===== src/rtl/irq_seq_pkg.sv =====
// Shared types for the interrupt poll and dispatch sequencer.
// Assumes the core reports the kind of the ending instruction with the code below.
package irq_seq_pkg;

    // Kind of the instruction whose final cycle is being reported.
    typedef enum logic [1:0] {
        BR_NONE       = 2'b00,   // not a branch
        BR_NOT_TAKEN  = 2'b01,   // branch, condition false (2 cycles)
        BR_TAKEN_NEAR = 2'b10,   // branch taken inside the page (3 cycles)
        BR_TAKEN_FAR  = 2'b11    // branch taken across a page (4 cycles)
    } br_kind_e;

endpackage


===== src/rtl/irq_line_sampler.sv =====
// Samples both request lines once per enabled cycle.
// The non-maskable line is edge-detected: a high-to-low step, then a second
// low sample, makes it ready; the request then stays latched until cleared.
// The maskable line is ready when its last two samples are both low.
// Assumes: inputs are already synchronous to clk.
module irq_line_sampler (
    input  logic clk,
    input  logic rst_n,
    input  logic ce,
    input  logic nmi_n,
    input  logic irq_n,
    input  logic nmi_clr,
    output logic nmi_ready,
    output logic irq_ready
);

    logic nmi_prev;    // line level at the previous enabled edge
    logic nmi_first;   // first low sample after a high one
    logic nmi_pend;    // request latched after the second low sample
    logic irq_prev;    // maskable line level at the previous enabled edge

    // Record line history and latch the non-maskable request.
    always_ff @(posedge clk) begin
        if (!rst_n) begin
            nmi_prev  <= 1'b1;
            nmi_first <= 1'b0;
            nmi_pend  <= 1'b0;
            irq_prev  <= 1'b1;
        end else if (ce) begin
            nmi_prev  <= nmi_n;
            irq_prev  <= irq_n;
            nmi_first <= nmi_prev & ~nmi_n;
            if (nmi_clr) begin
                nmi_pend <= 1'b0;
            end else if (nmi_first && !nmi_n) begin
                nmi_pend <= 1'b1;
            end
        end
    end

    // Ready when already latched or when this cycle provides the second low sample.
    always_comb begin
        nmi_ready = nmi_pend | (nmi_first & ~nmi_n);
        irq_ready = ~irq_prev & ~irq_n;
    end

endmodule


===== src/rtl/irq_boundary_arbiter.sv =====
// Decides at an instruction boundary whether the entry sequence starts.
// A same-page taken branch makes no poll at its boundary; any other boundary
// polls. The non-maskable request has priority over the maskable one.
// Assumes: insn_last is only meaningful outside the entry sequence.
module irq_boundary_arbiter
    import irq_seq_pkg::*;
(
    input  logic       ce,
    input  logic       insn_last,
    input  logic [1:0] br_kind,
    input  logic       i_flag,
    input  logic       seq_busy,
    input  logic       nmi_ready,
    input  logic       irq_ready,
    output logic       take,
    output logic       pick_nmi
);

    logic no_poll;     // boundary that skips polling
    logic polled;      // an enabled boundary that polls
    logic irq_ok;      // maskable request passes the mask

    // Combine the boundary qualifiers with the request states.
    always_comb begin
        no_poll  = (br_kind_e'(br_kind) == BR_TAKEN_NEAR);
        polled   = ce & insn_last & ~seq_busy & ~no_poll;
        irq_ok   = irq_ready & ~i_flag;
        take     = polled & (nmi_ready | irq_ok);
        pick_nmi = nmi_ready;
    end

endmodule


===== src/rtl/irq_entry_counter.sv =====
// Counts the cycles of the interrupt entry sequence.
// Starts at 0 on the edge that ends the dispatching boundary and returns to
// idle after the last count. Advances only on enabled edges.
module irq_entry_counter #(
    parameter  int ENTRY_CYCLES = 7,
    localparam int CNT_W        = (ENTRY_CYCLES > 1) ? $clog2(ENTRY_CYCLES) : 1
) (
    input  logic             clk,
    input  logic             rst_n,
    input  logic             ce,
    input  logic             start,
    output logic             busy,
    output logic [CNT_W-1:0] cnt
);

    localparam logic [CNT_W-1:0] LAST_CNT = CNT_W'(ENTRY_CYCLES - 1);

    // Step through the entry cycles.
    always_ff @(posedge clk) begin
        if (!rst_n) begin
            busy <= 1'b0;
            cnt  <= '0;
        end else if (ce) begin
            if (start) begin
                busy <= 1'b1;
                cnt  <= '0;
            end else if (busy) begin
                if (cnt == LAST_CNT) begin
                    busy <= 1'b0;
                    cnt  <= '0;
                end else begin
                    cnt <= cnt + 1'b1;
                end
            end
        end
    end

endmodule


===== src/rtl/irq_return_latch.sv =====
// Captures the vector choice and the return tag at the dispatching boundary
// and holds them for the core's push and vector fetch cycles.
module irq_return_latch #(
    parameter int TAG_W = 16
) (
    input  logic             clk,
    input  logic             rst_n,
    input  logic             ce,
    input  logic             capture,
    input  logic             nmi_in,
    input  logic [TAG_W-1:0] tag_in,
    output logic             vec_nmi,
    output logic [TAG_W-1:0] tag_out
);

    // Hold the values of the dispatching boundary.
    always_ff @(posedge clk) begin
        if (!rst_n) begin
            vec_nmi <= 1'b0;
            tag_out <= '0;
        end else if (ce && capture) begin
            vec_nmi <= nmi_in;
            tag_out <= tag_in;
        end
    end

endmodule


===== src/rtl/irq_dispatch_seq.sv =====
// Top of the interrupt poll and dispatch sequencer.
// Samples the request lines, polls at each boundary reported by the core
// (except after a same-page taken branch), and runs the entry sequence.
// Assumes: the core stops fetching when take_int is high and drives its
// push and vector cycles from seq_cnt, vec_nmi and ret_tag.
module irq_dispatch_seq #(
    parameter  int TAG_W        = 16,
    parameter  int ENTRY_CYCLES = 7,
    localparam int CNT_W        = (ENTRY_CYCLES > 1) ? $clog2(ENTRY_CYCLES) : 1
) (
    input  logic             clk,
    input  logic             rst_n,
    input  logic             ce,
    input  logic             irq_n,
    input  logic             nmi_n,
    input  logic             i_flag,
    input  logic             insn_last,
    input  logic [1:0]       br_kind,
    input  logic [TAG_W-1:0] next_tag,
    output logic             take_int,
    output logic             vec_nmi,
    output logic             seq_busy,
    output logic [CNT_W-1:0] seq_cnt,
    output logic [TAG_W-1:0] ret_tag
);

    logic nmi_ready;
    logic irq_ready;
    logic pick_nmi;
    logic nmi_clr;

    // Clear the non-maskable request when it is the one being dispatched.
    always_comb begin
        nmi_clr = take_int & pick_nmi;
    end

    irq_line_sampler u_sampler (
        .clk       (clk),
        .rst_n     (rst_n),
        .ce        (ce),
        .nmi_n     (nmi_n),
        .irq_n     (irq_n),
        .nmi_clr   (nmi_clr),
        .nmi_ready (nmi_ready),
        .irq_ready (irq_ready)
    );

    irq_boundary_arbiter u_arbiter (
        .ce        (ce),
        .insn_last (insn_last),
        .br_kind   (br_kind),
        .i_flag    (i_flag),
        .seq_busy  (seq_busy),
        .nmi_ready (nmi_ready),
        .irq_ready (irq_ready),
        .take      (take_int),
        .pick_nmi  (pick_nmi)
    );

    irq_entry_counter #(
        .ENTRY_CYCLES (ENTRY_CYCLES)
    ) u_counter (
        .clk   (clk),
        .rst_n (rst_n),
        .ce    (ce),
        .start (take_int),
        .busy  (seq_busy),
        .cnt   (seq_cnt)
    );

    irq_return_latch #(
        .TAG_W (TAG_W)
    ) u_latch (
        .clk     (clk),
        .rst_n   (rst_n),
        .ce      (ce),
        .capture (take_int),
        .nmi_in  (pick_nmi),
        .tag_in  (next_tag),
        .vec_nmi (vec_nmi),
        .tag_out (ret_tag)
    );

endmodule


===== config.mk =====
export PLATFORM = sky130hd
export DESIGN_NAME = irq_dispatch_seq
export DESIGN_NICKNAME = d
export VERILOG_FILES = /design/src/rtl/irq_seq_pkg.sv /design/src/rtl/irq_line_sampler.sv /design/src/rtl/irq_boundary_arbiter.sv /design/src/rtl/irq_entry_counter.sv /design/src/rtl/irq_return_latch.sv /design/src/rtl/irq_dispatch_seq.sv
export SDC_FILE = /design/constraint.sdc
export NUM_CORES = 1
export LEC_CHECK = 0
export BUFFER_PORTS_ARGS = -buffer_cell sky130_fd_sc_hd__buf_4
export CAP_MARGIN = 20
export CORE_AREA = 2 2 55 57
export CTS_CLUSTER_SIZE = 24
export DETAILED_ROUTE_END_ITERATION = 6
export DIE_AREA = 0 0 57 59
export GPL_TIMING_DRIVEN = 0
export PLACE_DENSITY = 0.73
export SLEW_MARGIN = 15
export SYNTH_ARGS = -nofsm -noshare
export SYNTH_HDL_FRONTEND = slang
export SYNTH_HIERARCHICAL = 1
export SYNTH_SLANG_ARGS = --single-unit
export TNS_END_PERCENT = 50

===== constraint.sdc =====
create_clock -name clk -period 1.76 [get_ports clk]
set_clock_uncertainty 0.2 [all_clocks]
set_input_delay 0.088 -clock clk [delete_from_list [all_inputs] [get_ports clk]]
set_output_delay 0.088 -clock clk [all_outputs]
set_load 0.02 [all_outputs]

==> summary.txt <==
Status
  – Outcome: finished clean

Yosys
  – Synth Cell Area: 1130 um^2
  – Share of the synthesized area in the top cell type: 44.4%
  – Syn Nets: 150
  – Synth area leaders: dfxtp_1 44%, nand4_1 10%, o21ai_2 7.8%
  – Compound-Gate Fraction of Synth Area: 19.2%
  – Post-Synth XOR/XNOR Area: 0%
  – Mux cell area share after synthesis: 1.78%
  – Register area share after synthesis: 44.4%
  – Mapped Avg Cell Area: 9.01 um^2
  – Area leader, netlist: dfxtp_1
  – Gate Count Post-Synth: 125
  – Synth unique cells: 30
  – Flops & latches, synth: 25
  – Post-Synth Adder-Cell Area: 0%
  – Post-synthesis simple-gate area fraction: 25.9%
  – Main combinational cell family by area after synthesis: simple AND/OR/NAND/NOR gates
  – Yosys Warn Count: 6

Clocking
  – Sink count of the clock tree: 25
  – CTS Root Cell: clkbuf_4
  – CTS clk-pin slew, worst paths: 0.15 ns
  – CTS Buffer Depth: 2
  – CTS tree: yes
  – H-tree depth: 1
  – Cts bufs inserted: 3
  – Clk_lat worst skew: 0.33 ns

Cells and area
  – Final antenna diode count: 0
  – Layout Utilization: 69.1%
  – Layout area overhead: 66.3%
  – Final #Nets: 231
  – Share of cells above drive strength 1: 40.0%
  – Final std cells w/o fill: 236
  – Area of the multi-input gates: 552 um^2
  – Post-Layout Inst Area: 1870 um^2
  – FF+latch area: 507 um^2
  – Fillers: 215

Pwr
  – Worst vdd ir: 432 uV
  – Pleak: 0.820 nW
  – Pwr dens: 549 nW/um^2

Timing
  – Final Hold Viols: 0
  – Tightest Pin Transition: 0.480 ns
  – RSZ-0062 raised after global routing: true
  – Post-route setup TNS: 0 ns
  – Final Max Slew Viols: 0
  – Minimum clock period: 1.76 ns
  – Setup slack after layout: 0.000487 ns
  – Fmax: 568 MHz
  – Final period utilization: 100%
  – Slew HR: 68.0%
  – Final setup vio count: 0

Worst hold path
  – Min-delay src: ce
  – WHS Path Cells: 4
  – Min-delay worst type: in2reg
  – Worst Hold End: u_latch/tag_out[1]

Route
  – Via count: 1,273
  – First-pass iteration count of the detailed router: 4
  – Final ANT Viol Nets: 0
  – Final WL: 3560 um
  – Iter 0 DRT Violations: 40
  – # DRC: 0
  – DR WL/cell: 15.1 um
  – Vias per inst: 5.39

Global route
  – Global-route wire length before repair: 5790 um
  – Vias in the first global route: 1,244
  – Initial antenna violation count: 0
  – GRT Total Usage: 22.2%
  – Overflow left after global routing: 0
  – Largest net degree at the start of global routing: 16

Worst setup path
  – R2r worst-path depth: 7
  – Critical R2R Launch: u_sampler/irq_prev
  – R2R setup slack: 0.0005 ns
  – CP arrival: 1.80 ns
  – Reg-to-reg endpoint: u_latch/tag_out[4]
  – Worst-path fanout max: 5
  – CP Capture Type: flop
  – Kind of critical path: reg2reg
  – Crit start category: flop
  – Required @ worst endpoint: 1.80 ns

Floorplanning
  – Initial core utilization: 41.6%
  – Die height: 59 um
  – Die Width: 57 um
  – Core region area: 2710 um^2
  – Top Ports: 47
  – Site Rows: 19
  – Die ar.: 3360 um^2

Placed design
  – Dpl ws: -0.129 ns
  – DP HPWL: 2090 um
  – IO Port Bufs: 46
  – Placed cell count: 202
  – GP Congestion: 0.755
  – Placement Cell Area: 1530 um^2

Flow run
  – Max_cap viols: 0
[worst max-delay path by stage]
stage / start / endpoint / slack (ns) / depth (start not counted)
after floorplan: u_counter/busy / u_latch/tag_out[10] / -0.10 / 7
after global routing: u_sampler/irq_prev / u_latch/tag_out[5] / -0.05 / 7
after CTS: u_sampler/irq_prev / u_latch/tag_out[8] / -0.01 / 8
after detailed placement: u_sampler/irq_prev / u_latch/tag_out[8] / -0.13 / 8
final: u_sampler/irq_prev / u_latch/tag_out[4] / 0.0005 / 7
after global placement: u_sampler/nmi_first / u_latch/tag_out[8] / -0.07 / 8
[layer usage]
layer | part of all wire, % | track usage [%] | vias up | wire length, um
met5 | 0 | 0 | - | 0
met4 | 2.0 | 7.97 | 0 | 73
met3 | 3.2 | 3.06 | 8 | 115
met2 | 53 | 40.4 | 37 | 1880
met1 | 42 | 26.7 | 619 | 1490
li1 | - | - | 609 | -
[where the power goes]
| part | internal, mW | leakage [nW] | switching [mW] |
|---|---|---|---|
| clock network | 0.0888 | 0.0183 | 0.189 |
| logic | 0.101 | 0.598 | 0.0727 |
| registers | 0.573 | 0.203 | 0.00422 |
[final cells by class]
cell class                      count  area share, %
Timing Repair Buffer               76           34.7
Multi-Input combinational cell     86           29.5
Sequential cell                    25           27.1
Buffer                             10           4.41
Tap cell                           31           2.07
Clock buffer                        3           1.20
Inverter                            4          0.802
Clock inverter                      1          0.334
[cells in the mapped netlist, drive strengths merged]
master / number
o21ai: 18
a21oi: 2
o211ai: 1
dfxtp: 25
nand4: 18
and3b: 2
nand4b: 1
o211a: 1
inv: 4
clkbuf: 4
nor2b: 1
o2111ai: 1
a221oi: 1
nand2: 22
nor2: 1
a21boi: 3
a21o: 1
a22oi: 1
nand3b: 3
nand2b: 2
mux2i: 2
and2: 2
buf: 7
nand3: 2
[per-stage QoR]
step	total power [mW]	hold slack [ns]
floorplan	0.641	-0.0501
global placement	0.702	0.113
detailed placement	0.707	0.124
CTS	1.02	0.0118
global route	1.08	0.0138
finish	1.03	0.0128
[cells by family (layout without fill, tap and decap cells)]
family / Yosys count / in the layout
AO/OA/AOI/OAI: 29 / 29
buffers and inverters: 15 / 94
flip-flops: 25 / 25
multiplexers: 2 / 2
AND/OR/NAND/NOR: 54 / 55
[critical path: stages, from the launching register on]
cell and delay [ns]:
dfxtp_2 0.35, nor2_1 0.08, nand2b_1 0.11, a221oi_4 0.37, buf_6 0.17, and2_4 0.19, clkbuf_16 0.16, o21ai_2 0.05
[sequential cells by signal (all words and copies together), names as in the netlist]
signal	count
u_sampler/irq_prev	1
u_sampler/nmi_pend	1
u_sampler/nmi_first	1
u_latch/vec_nmi	1
u_counter/busy	1
u_counter/cnt	3
u_latch/tag_out	16
u_sampler/nmi_prev	1
[cells in the final DEF (no fill, tap or decap), types with 3 or more instances in the layout]
cell	instances
nand2_1	22
dfxtp_1	22
buf_4	52
nand3b_1	3
buf_6	4
nand4_1	18
o21ai_0	7
inv_1	3
o21ai_2	10
dlygate4sd3_1	23
clkbuf_4	3
clkbuf_1	3
[timing repair]
action | in CTS | in global routing
hold buffers | 23 | 0
endpoints found under the hold margin | 24 | 0
setup buffers | 5 | 2
setup endpoints to repair | 18 | 14
pin swaps | 1 | 2
gates cloned | 0 | 2
gates resized for setup | 2 | 8
Note: power is estimated with default switching activity, not from simulation.
